<file path="src/rtl/pbd_pkg.sv">
package pbd_pkg;

    localparam int BASE_W = 12;
    localparam int SIZE_W = 3;
    localparam int BW_W   = 2;

    typedef enum logic [1:0] {
        USE_OFF = 2'b00,
        USE_RO  = 2'b01,
        USE_WO  = 2'b10,
        USE_RW  = 2'b11
    } usage_e;

    typedef enum logic [1:0] {
        FLT_NONE    = 2'b00,
        FLT_OVERLAP = 2'b01,
        FLT_WPROT   = 2'b10,
        FLT_RPROT   = 2'b11
    } fault_e;

    typedef struct packed {
        logic [BASE_W-1:0] base;
        logic [SIZE_W-1:0] size;
        usage_e            usage;
        logic [BW_W-1:0]   width;
    } bank_cfg_t;

    localparam int CFG_W = $bits(bank_cfg_t);

endpackage

</file>
<file path="src/rtl/pbd_bank_match.sv">
module pbd_bank_match
    import pbd_pkg::*;
(
    input  logic [BASE_W-1:0] base_i,
    input  logic [SIZE_W-1:0] size_i,
    input  usage_e            usage_i,
    input  logic [BASE_W-1:0] addr_hi_i,
    output logic              hit_o
);

    logic [BASE_W-1:0] care;

    always_comb begin
        care  = {BASE_W{1'b1}} << size_i;
        hit_o = (usage_i != USE_OFF) && (((addr_hi_i ^ base_i) & care) == '0);
    end

endmodule

</file>
<file path="src/rtl/pbd_resolve.sv">
module pbd_resolve #(
    parameter int NB    = 8,
    localparam int IDX_W = (NB > 1) ? $clog2(NB) : 1
) (
    input  logic [NB-1:0]    hits_i,
    output logic             any_o,
    output logic             multi_o,
    output logic [IDX_W-1:0] idx_o
);

    always_comb begin
        any_o   = |hits_i;
        multi_o = ($countones(hits_i) > 1);
        idx_o   = '0;
        for (int i = NB - 1; i >= 0; i--) begin
            if (hits_i[i]) idx_o = IDX_W'(i);
        end
    end

endmodule

</file>
<file path="src/rtl/pbd_err_log.sv">
module pbd_err_log
    import pbd_pkg::*;
#(
    parameter int ADDR_W = 32,
    parameter int IDX_W  = 3,
    localparam int ST_W  = IDX_W + 3
) (
    input  logic              clk_i,
    input  logic              rst_ni,
    input  logic              clr_i,
    input  logic              evt_i,
    input  fault_e            code_i,
    input  logic [IDX_W-1:0]  bank_i,
    input  logic [ADDR_W-1:0] addr_i,
    output logic [ADDR_W-1:0] err_addr_o,
    output logic [ST_W-1:0]   err_status_o
);

    typedef struct packed {
        logic [ADDR_W-1:0] addr;
        logic              ovf;
        logic [IDX_W-1:0]  bank;
        fault_e            code;
    } log_t;

    log_t log_d, log_q;

    always_comb begin
        log_d = log_q;
        if (clr_i) log_d = '0;
        if (evt_i) begin
            if (log_d.code == FLT_NONE) begin
                log_d.addr = addr_i;
                log_d.bank = bank_i;
                log_d.code = code_i;
            end else begin
                log_d.ovf = 1'b1;
            end
        end
    end

    always_ff @(posedge clk_i) begin
        if (!rst_ni) log_q <= '0;
        else         log_q <= log_d;
    end

    assign err_addr_o   = log_q.addr;
    assign err_status_o = {log_q.ovf, log_q.bank, log_q.code};

    a_r8_hold_addr: assert property (@(posedge clk_i) disable iff (!rst_ni)
        (err_status_o[1:0] != 2'b00 && !clr_i) |=> $stable(err_addr_o));

    a_r8_hold_type: assert property (@(posedge clk_i) disable iff (!rst_ni)
        (err_status_o[1:0] != 2'b00 && !clr_i) |=> $stable(err_status_o[ST_W-2:0]));

    a_r9_clear: assert property (@(posedge clk_i) disable iff (!rst_ni)
        (clr_i && !evt_i) |=> (err_status_o == '0));

endmodule

</file>
<file path="src/rtl/periph_bank_decoder.sv">
module periph_bank_decoder
    import pbd_pkg::*;
#(
    parameter int NB     = 8,
    parameter int ADDR_W = 32,
    localparam int IDX_W = (NB > 1) ? $clog2(NB) : 1,
    localparam int SEL_W = $clog2(NB + 1),
    localparam int ST_W  = IDX_W + 3
) (
    input  logic              clk_i,
    input  logic              rst_ni,
    input  logic              cfg_we_i,
    input  logic [SEL_W-1:0]  cfg_sel_i,
    input  logic [CFG_W-1:0]  cfg_wdata_i,
    input  logic              req_valid_i,
    input  logic              req_we_i,
    input  logic [ADDR_W-1:0] req_addr_i,
    output logic [NB-1:0]     cs_o,
    output logic [BW_W-1:0]   bus_width_o,
    output logic              err_o,
    output logic [ADDR_W-1:0] err_addr_o,
    output logic [ST_W-1:0]   err_status_o
);

    localparam logic [SEL_W-1:0] CLR_SEL = SEL_W'(NB);

    typedef struct packed {
        bank_cfg_t [NB-1:0] cfg;
        logic [NB-1:0]      cs;
        logic [BW_W-1:0]    width;
        logic               err;
    } state_t;

    state_t st_d, st_q;

    logic [BASE_W-1:0] addr_hi;
    logic [NB-1:0]     hits;
    logic              any_hit, multi_hit;
    logic [IDX_W-1:0]  hit_idx;
    logic              flt_evt;
    fault_e            flt_code;
    logic              log_clr;

    assign addr_hi = req_addr_i[ADDR_W-1 -: BASE_W];
    assign log_clr = cfg_we_i && (cfg_sel_i == CLR_SEL);

    for (genvar b = 0; b < NB; b++) begin : g_bank
        pbd_bank_match u_match (
            .base_i    (st_q.cfg[b].base),
            .size_i    (st_q.cfg[b].size),
            .usage_i   (st_q.cfg[b].usage),
            .addr_hi_i (addr_hi),
            .hit_o     (hits[b])
        );
    end

    pbd_resolve #(.NB(NB)) u_resolve (
        .hits_i  (hits),
        .any_o   (any_hit),
        .multi_o (multi_hit),
        .idx_o   (hit_idx)
    );

    always_comb begin
        bank_cfg_t sel_cfg;
        st_d     = st_q;
        st_d.cs    = '0;
        st_d.width = '0;
        st_d.err   = 1'b0;
        flt_evt  = 1'b0;
        flt_code = FLT_NONE;
        sel_cfg  = st_q.cfg[hit_idx];

        if (cfg_we_i && (cfg_sel_i < CLR_SEL)) begin
            st_d.cfg[cfg_sel_i[IDX_W-1:0]] = bank_cfg_t'(cfg_wdata_i);
        end

        if (req_valid_i && any_hit) begin
            if (multi_hit) begin
                flt_evt  = 1'b1;
                flt_code = FLT_OVERLAP;
            end else if (req_we_i && sel_cfg.usage == USE_RO) begin
                flt_evt  = 1'b1;
                flt_code = FLT_WPROT;
            end else if (!req_we_i && sel_cfg.usage == USE_WO) begin
                flt_evt  = 1'b1;
                flt_code = FLT_RPROT;
            end else begin
                st_d.cs[hit_idx] = 1'b1;
                st_d.width       = sel_cfg.width;
            end
        end
        st_d.err = flt_evt;
    end

    always_ff @(posedge clk_i) begin
        if (!rst_ni) st_q <= '0;
        else         st_q <= st_d;
    end

    pbd_err_log #(.ADDR_W(ADDR_W), .IDX_W(IDX_W)) u_log (
        .clk_i        (clk_i),
        .rst_ni       (rst_ni),
        .clr_i        (log_clr),
        .evt_i        (flt_evt),
        .code_i       (flt_code),
        .bank_i       (hit_idx),
        .addr_i       (req_addr_i),
        .err_addr_o   (err_addr_o),
        .err_status_o (err_status_o)
    );

    assign cs_o        = st_q.cs;
    assign bus_width_o = st_q.width;
    assign err_o       = st_q.err;

    a_r2_cs_onehot: assert property (@(posedge clk_i) disable iff (!rst_ni)
        $onehot0(cs_o));

    a_r2_width_idle: assert property (@(posedge clk_i) disable iff (!rst_ni)
        (cs_o == '0) |-> (bus_width_o == '0));

    a_r5_err_blocks_cs: assert property (@(posedge clk_i) disable iff (!rst_ni)
        err_o |-> (cs_o == '0));

    a_r5_overlap_drops: assert property (@(posedge clk_i) disable iff (!rst_ni)
        (req_valid_i && $countones(hits) > 1) |=> (err_o && cs_o == '0));

    a_r10_idle: assert property (@(posedge clk_i) disable iff (!rst_ni)
        !req_valid_i |=> (cs_o == '0 && !err_o));

endmodule

</file>
<file path="config.mk">
export PLATFORM = sky130hd
export DESIGN_NAME = periph_bank_decoder
export DESIGN_NICKNAME = d
export VERILOG_FILES = /design/src/rtl/pbd_pkg.sv /design/src/rtl/pbd_bank_match.sv /design/src/rtl/pbd_resolve.sv /design/src/rtl/pbd_err_log.sv /design/src/rtl/periph_bank_decoder.sv
export SDC_FILE = /design/constraint.sdc
export NUM_CORES = 1
export LEC_CHECK = 0
export BUFFER_PORTS_ARGS = -buffer_cell sky130_fd_sc_hd__buf_2
export CAP_MARGIN = 20
export CORE_MARGIN = 2
export CORE_UTILIZATION = 55
export DETAILED_ROUTE_END_ITERATION = 8
export PLACE_DENSITY = 0.78
export SLEW_MARGIN = 30
export SYNTH_ARGS = -nofsm -noshare
export SYNTH_HDL_FRONTEND = slang
export SYNTH_SLANG_ARGS = --single-unit
</file>
<file path="constraint.sdc">
create_clock -name clk_i -period 8.6 [get_ports clk_i]
set_input_delay 1.72 -clock clk_i [delete_from_list [all_inputs] [get_ports clk_i]]
set_output_delay 1.72 -clock clk_i [all_outputs]
set_load 0.03 [all_outputs]
</file>
## Yosys cells after proc, flatten, opt, wreduce, memory -nomap -nowiden

Index checks and enable logic that the tools add are counted.

- Bits in registers: 201
- Bits of input ports: 60
- Output and inout port bits: 49

- Equality and inequality tests: 3
- Order comparisons: 6
- Muxes and demuxes: 28
- Reduce and logical (&&, ||, !) cells: 35
- Bitwise logic cells: 18
- $add $sub $neg: 7
- Shift operators: 8

Operator list:

| operator | count |
|---|---|
| $bwmux 152 | 1 |
| $add 32x32->32 | 3 |
| $and 12x12->12 | 8 |
| $logic_not 12->1 | 8 |
| $shl 12x3->12 const A | 8 |
| $xor 12x12->12 | 8 |
| $mux 38 | 2 |
| $bmux 19 s3 | 1 |
| $demux 19 s3 | 1 |
| $gt 32x2->1 const B | 1 |
| $mux 32 | 1 |
| $mux 3 | 8 |
| $mux 19 | 1 |
| $reduce_bool 2->1 | 8 |
| $logic_and 1x1->1 | 15 |
| $add 1x1->2 | 4 |
| $lt 3x4->1 const B | 2 |
| $mux 2 | 4 |
| $reduce_or 8->1 | 1 |
| $ge 3x1->1 const B | 2 |
| $mux 1 | 6 |
| $mux 5 | 1 |
| $reduce_or 5->1 | 1 |
| $eq 4x4->1 const B | 1 |
| other kinds (8) | 9 |

## Logic depth before layout (Yosys ltp)

- Depth after elaboration: 22
- Depth in mapped cells: 21
- Depth with buffers taken out: 19

## Modules after synthesis

From an unflattened synthesis, not the netlist that was laid out.

- Cells, all modules: 1169
- Area total of the unflattened synthesis: 9887.0 sq um

By module, submodules not included:

| module | area an instance (sq um) | sequential area each (sq um) | times used | cells an instance |
|---|---|---|---|---|
| periph_bank_decoder | 6496.2 | 3263.1 | 1 | 772 |
| pbd_err_log | 1717.9 | 760.7 | 1 | 170 |
| pbd_bank_match | 173.9 | 0.0 | 8 | 24 |
| pbd_resolve | 281.5 | 0.0 | 1 | 35 |

## Worst setup path before layout

OpenSTA, ideal clock, no wires.

- Kind: in2reg
- From: input port req_addr_i[31]
- To: register st_q, in the netlist cs_o[3]
- Setup slack: 2.702 ns
- Arrival time: 5.837 ns
- Stages: 19
- Library setup time: 0.061 ns
- Buffers on the path: 2
- Data required time: 8.539 ns
- Cells stage by stage: buf_2 xnor2_1 o21ai_0 a2111oi_0 o2111ai_1 inv_1 ha_1 inv_1 fa_1 inv_1 fa_1 ha_1 inv_1 fa_1 and3b_1 and3_1 and3_1 clkbuf_1 and4_1

- Cells in the longest elaborated chain, start to end: 17
- Elaborated cells between the ends (all ways): 63
- Those cells by class: add/sub (7); order compare (3); eq/ne (2); mux (12); bitwise (17); reduce/logical (22)

RTL lines:

| item | line | RTL |
|---|---|---|
| start, declared | periph_bank_decoder.sv:17 | `input logic [ADDR_W-1:0] req_addr_i,` |
| parallel branches: the longest is 17 deep, another holds $add 32x32->32 | - |  |
| end signal, assigned | periph_bank_decoder.sv:98 | `else st_q <= st_d;` |
| end, declared | periph_bank_decoder.sv:34 | `state_t st_d, st_q;` |

Several ways; the timed one is not identified. The select of a mux whose other input is x is not followed.
A chain may end at the register's enable or synchronous reset.

## Final worst setup path

- From: input port req_addr_i[27]
- To: register u_log.log_q, in the netlist u_log.err_addr_o[21]

- Cells in the longest elaborated chain, start to end: 21
- Elaborated cells between the ends (all ways): 61
- Those cells by class: add/sub (7); order compare (1); eq/ne (2); mux (15); bitwise (16); reduce/logical (20)

RTL lines:

| item | line | RTL |
|---|---|---|
| parallel branches: the longest is 19 deep, another holds $add 32x32->32 | - |  |
| $mux 1 * | periph_bank_decoder.sv:78 | `if (req_valid_i && any_hit) begin` |
| $mux 38 * | pbd_err_log.sv:31 | `if (evt_i) begin` |
| end signal, assigned | pbd_err_log.sv:44 | `else log_q <= log_d;` |
| end, declared | pbd_err_log.sv:26 | `log_t log_d, log_q;` |

Mark *: on every way between the ends. The select of a mux whose other input is x is not followed.

==> out/results.ini <==
[hold_path]
holdCritStartpoint = st_q[126]
hp-class = register to register

[sta]
tightest_slew_ps = 1050
tns_ps = 0
fmax_ghz = 0.155
setup_viol = 0
fin_crit_ps = 6450
slew_viol_final = 0
slew_headroom_pct = 29.8
min_period_over_period_pct = 75.0
hold_violations = 0
postLayoutSetupSlackWorst_ps = 2150
skew_ps = 14.4
rsz0062_at_grt = false

[clock_network]
hold_buffers = 0
clk_latency_ps = 500
cts_setup_buffers = 0
path_clk_slew_ps = 60
cts_num_sinks = 201
cts.path.max_buffers = 3
cts_buffers = 21
h-tree-depth = 1
root_buffer = clkbuf_16
cts_tree = built
cts_resized = 0

[place]
placed_cells = 1465
gp_congestion = 0.920
pre_cts_slack_ps = 1760
io_buffers = 108
dp_hpwl_mm = 19.0

[global_route]
grtUsageMet1_pct = 37.4
met2_usage_pct = 47.4
grt_max_degree = 118
top_usage_layer = met2
grt_pass1_wl_mm = 44.5
grt_remaining_overflow = 0
grt_pass1_vias = 8232
antenna_found_initial = 0
gr-usage-all-layers_pct = 28.4
use_met3_pct = 4.85

[route]
drtPass1Iterations = 5
routed_wl_mm = 28.3
drc = 0
avgRoutedWirePerCell_um = 18.8
num_vias = 8690
vias_per_cell = 5.78
initialDrtViolationCount = 874
antenna_left = 0

[yosys]
synth_area_sq_um = 10100
synth_area_leader_cell = dfxtp_1
synth_edf_count = 0
yosysWarnings = 0
async_flop_share_pct = 0
yosys_register_bits = 201
seq_area_frac_synth_pct = 39.9
synth_cell_types = 65
ys.flop_type = dfxtp_1
synth_top_cell_area_share_pct = 39.9
syn_area_per_cell_sq_um = 8.28
netlist_instances = 1217
syn-num-nets = 1293
synth.area.top_cells = dfxtp_1 40%, nand2_1 13%, a21boi_0 11%

[flow_run]
maxCapViolations = 0

[worst_setup_path]
crit_fanout = 24
reg2reg_slack_ps = 3280
cp-start-kind = input port
required_ps = 9020
cp-end-kind = register
critPathKind = input port to register
cp_data_arrival_time_ps = 6870
timing.rr.start = st_q[25]
crit_path_start = req_addr_i[27]

[floorplanning]
die_h_um = 139
core_area_sq_um = 18000
design.die.area_sq_um = 19400
initial_utilization_pct = 56.1
boundaryPins = 109
die_width_um = 139
fp-row-count = 49

[final_layout]
final_common_cell = nand2_1
final_core_util_pct = 62.6
n_fill_cell = 1552
antennaDiodeCount = 0
layout.nets = 1336
final_cells = 1503
area_growth_pct = 11.7
final_cell_mix = 361 x nand2_1, 201 x dfxtp_1, 154 x a21boi_0
drive_gt1_share_pct = 13.4

[power]
cellPowerDensity_nw_per_um2 = 180
p_total_w = 0.00203
p_leak_nw = 4.18
peakVddDrop_mv = 0.162

[status]
status = finished clean

[path summary, 6_finish.rpt]
kind,end,depth (start not counted)
setup / recovery,u_log.err_addr_o[21],17
hold / removal,st_q[126],2
setup reg to reg,u_log.err_addr_o[21],16
hold reg to reg,st_q[126],2
[per-layer routing]
| metal | vias to the layer above | routed length [um] |
|---|---|---|
| met2 | 354 | 13300 |
| met3 | 70 | 2240 |
| met5 | - | 0 |
| met1 | 4127 | 11800 |
| met4 | 0 | 999 |
| li1 | 4139 | - |
[synthesized netlist by cell type (3+ instances only)]
cell type	n
buf_12	4
a311oi_1	4
a211oi_1	4
o211ai_1	4
buf_6	4
mux2i_1	43
buf_2	9
nor2_1	22
fa_1	4
and3_1	4
a21oi_1	13
nand2b_1	4
and4_1	4
and2_1	5
nand2_1	361
o21ai_0	25
nor3b_1	6
nand3_1	44
clkbuf_2	18
o21a_1	3
a22oi_1	5
dfxtp_1	201
nand4_1	11
clkbuf_1	53
inv_1	23
buf_4	11
xor2_1	49
xnor2_1	46
a31oi_1	5
ha_1	12
a21boi_0	154
or3_1	4
nor3_1	10
nor4_1	6
o22ai_1	5
[metrics by stage]
step | hold WS, ps | instance area [sq um]
final | 461 | 11300
after global routing | 487 | 11300
after CTS | 465 | 11200
after detailed placement | 457 | 10500
after global placement | 449 | 10500
after floorplan | 443 | 10100
[sequential cells by signal, indices dropped and copies added (netlist names)]
name,cells
u_log.err_addr_o,32
err_o,1
bus_width_o,2
st_q,152
u_log.err_status_o,6
cs_o,8
[critical path, stage by stage]
cell and delay, ps:
buf_2 260, xor2_1 120, nor4_1 560, o2111ai_1 540, inv_1 240, ha_1 160
inv_1 50, fa_1 520, inv_1 50, fa_1 540, ha_1 140, inv_1 40
fa_1 410, and3b_1 250, a31oi_4 500, buf_4 470, mux2i_1 260
[logic make-up after synthesis]
kind of cell,share of synthesized area [%]
AO/OA/AOI/OAI,17.5
XOR/XNOR,8.42
flip-flops,39.9
buffers and inverters,6.37
adder cells (fa/ha/maj),2.28
AND/OR/NAND/NOR,21.2
multiplexers,4.27
[where the power goes]
part           switching (W)  internal (W)
logic              0.0000902     0.0000492
clock network       0.000370      0.000569
registers         0.00000746      0.000940
total               0.000468       0.00156
[layout make-up]
| type | count | area [sq um] | share of cell area (%) |
|---|---|---|---|
| multi-input combinational | 891 | 5490 | 48.8 |
| tap | 229 | 287 | 2.55 |
| sequential | 201 | 4020 | 35.8 |
| clock buffer | 33 | 641 | 5.69 |
| clock inverter | 4 | 70.1 | 0.623 |
| timing repair buffer | 120 | 648 | 5.76 |
| inverter | 25 | 96.3 | 0.856 |
Power figures use the tool's default switching activity.
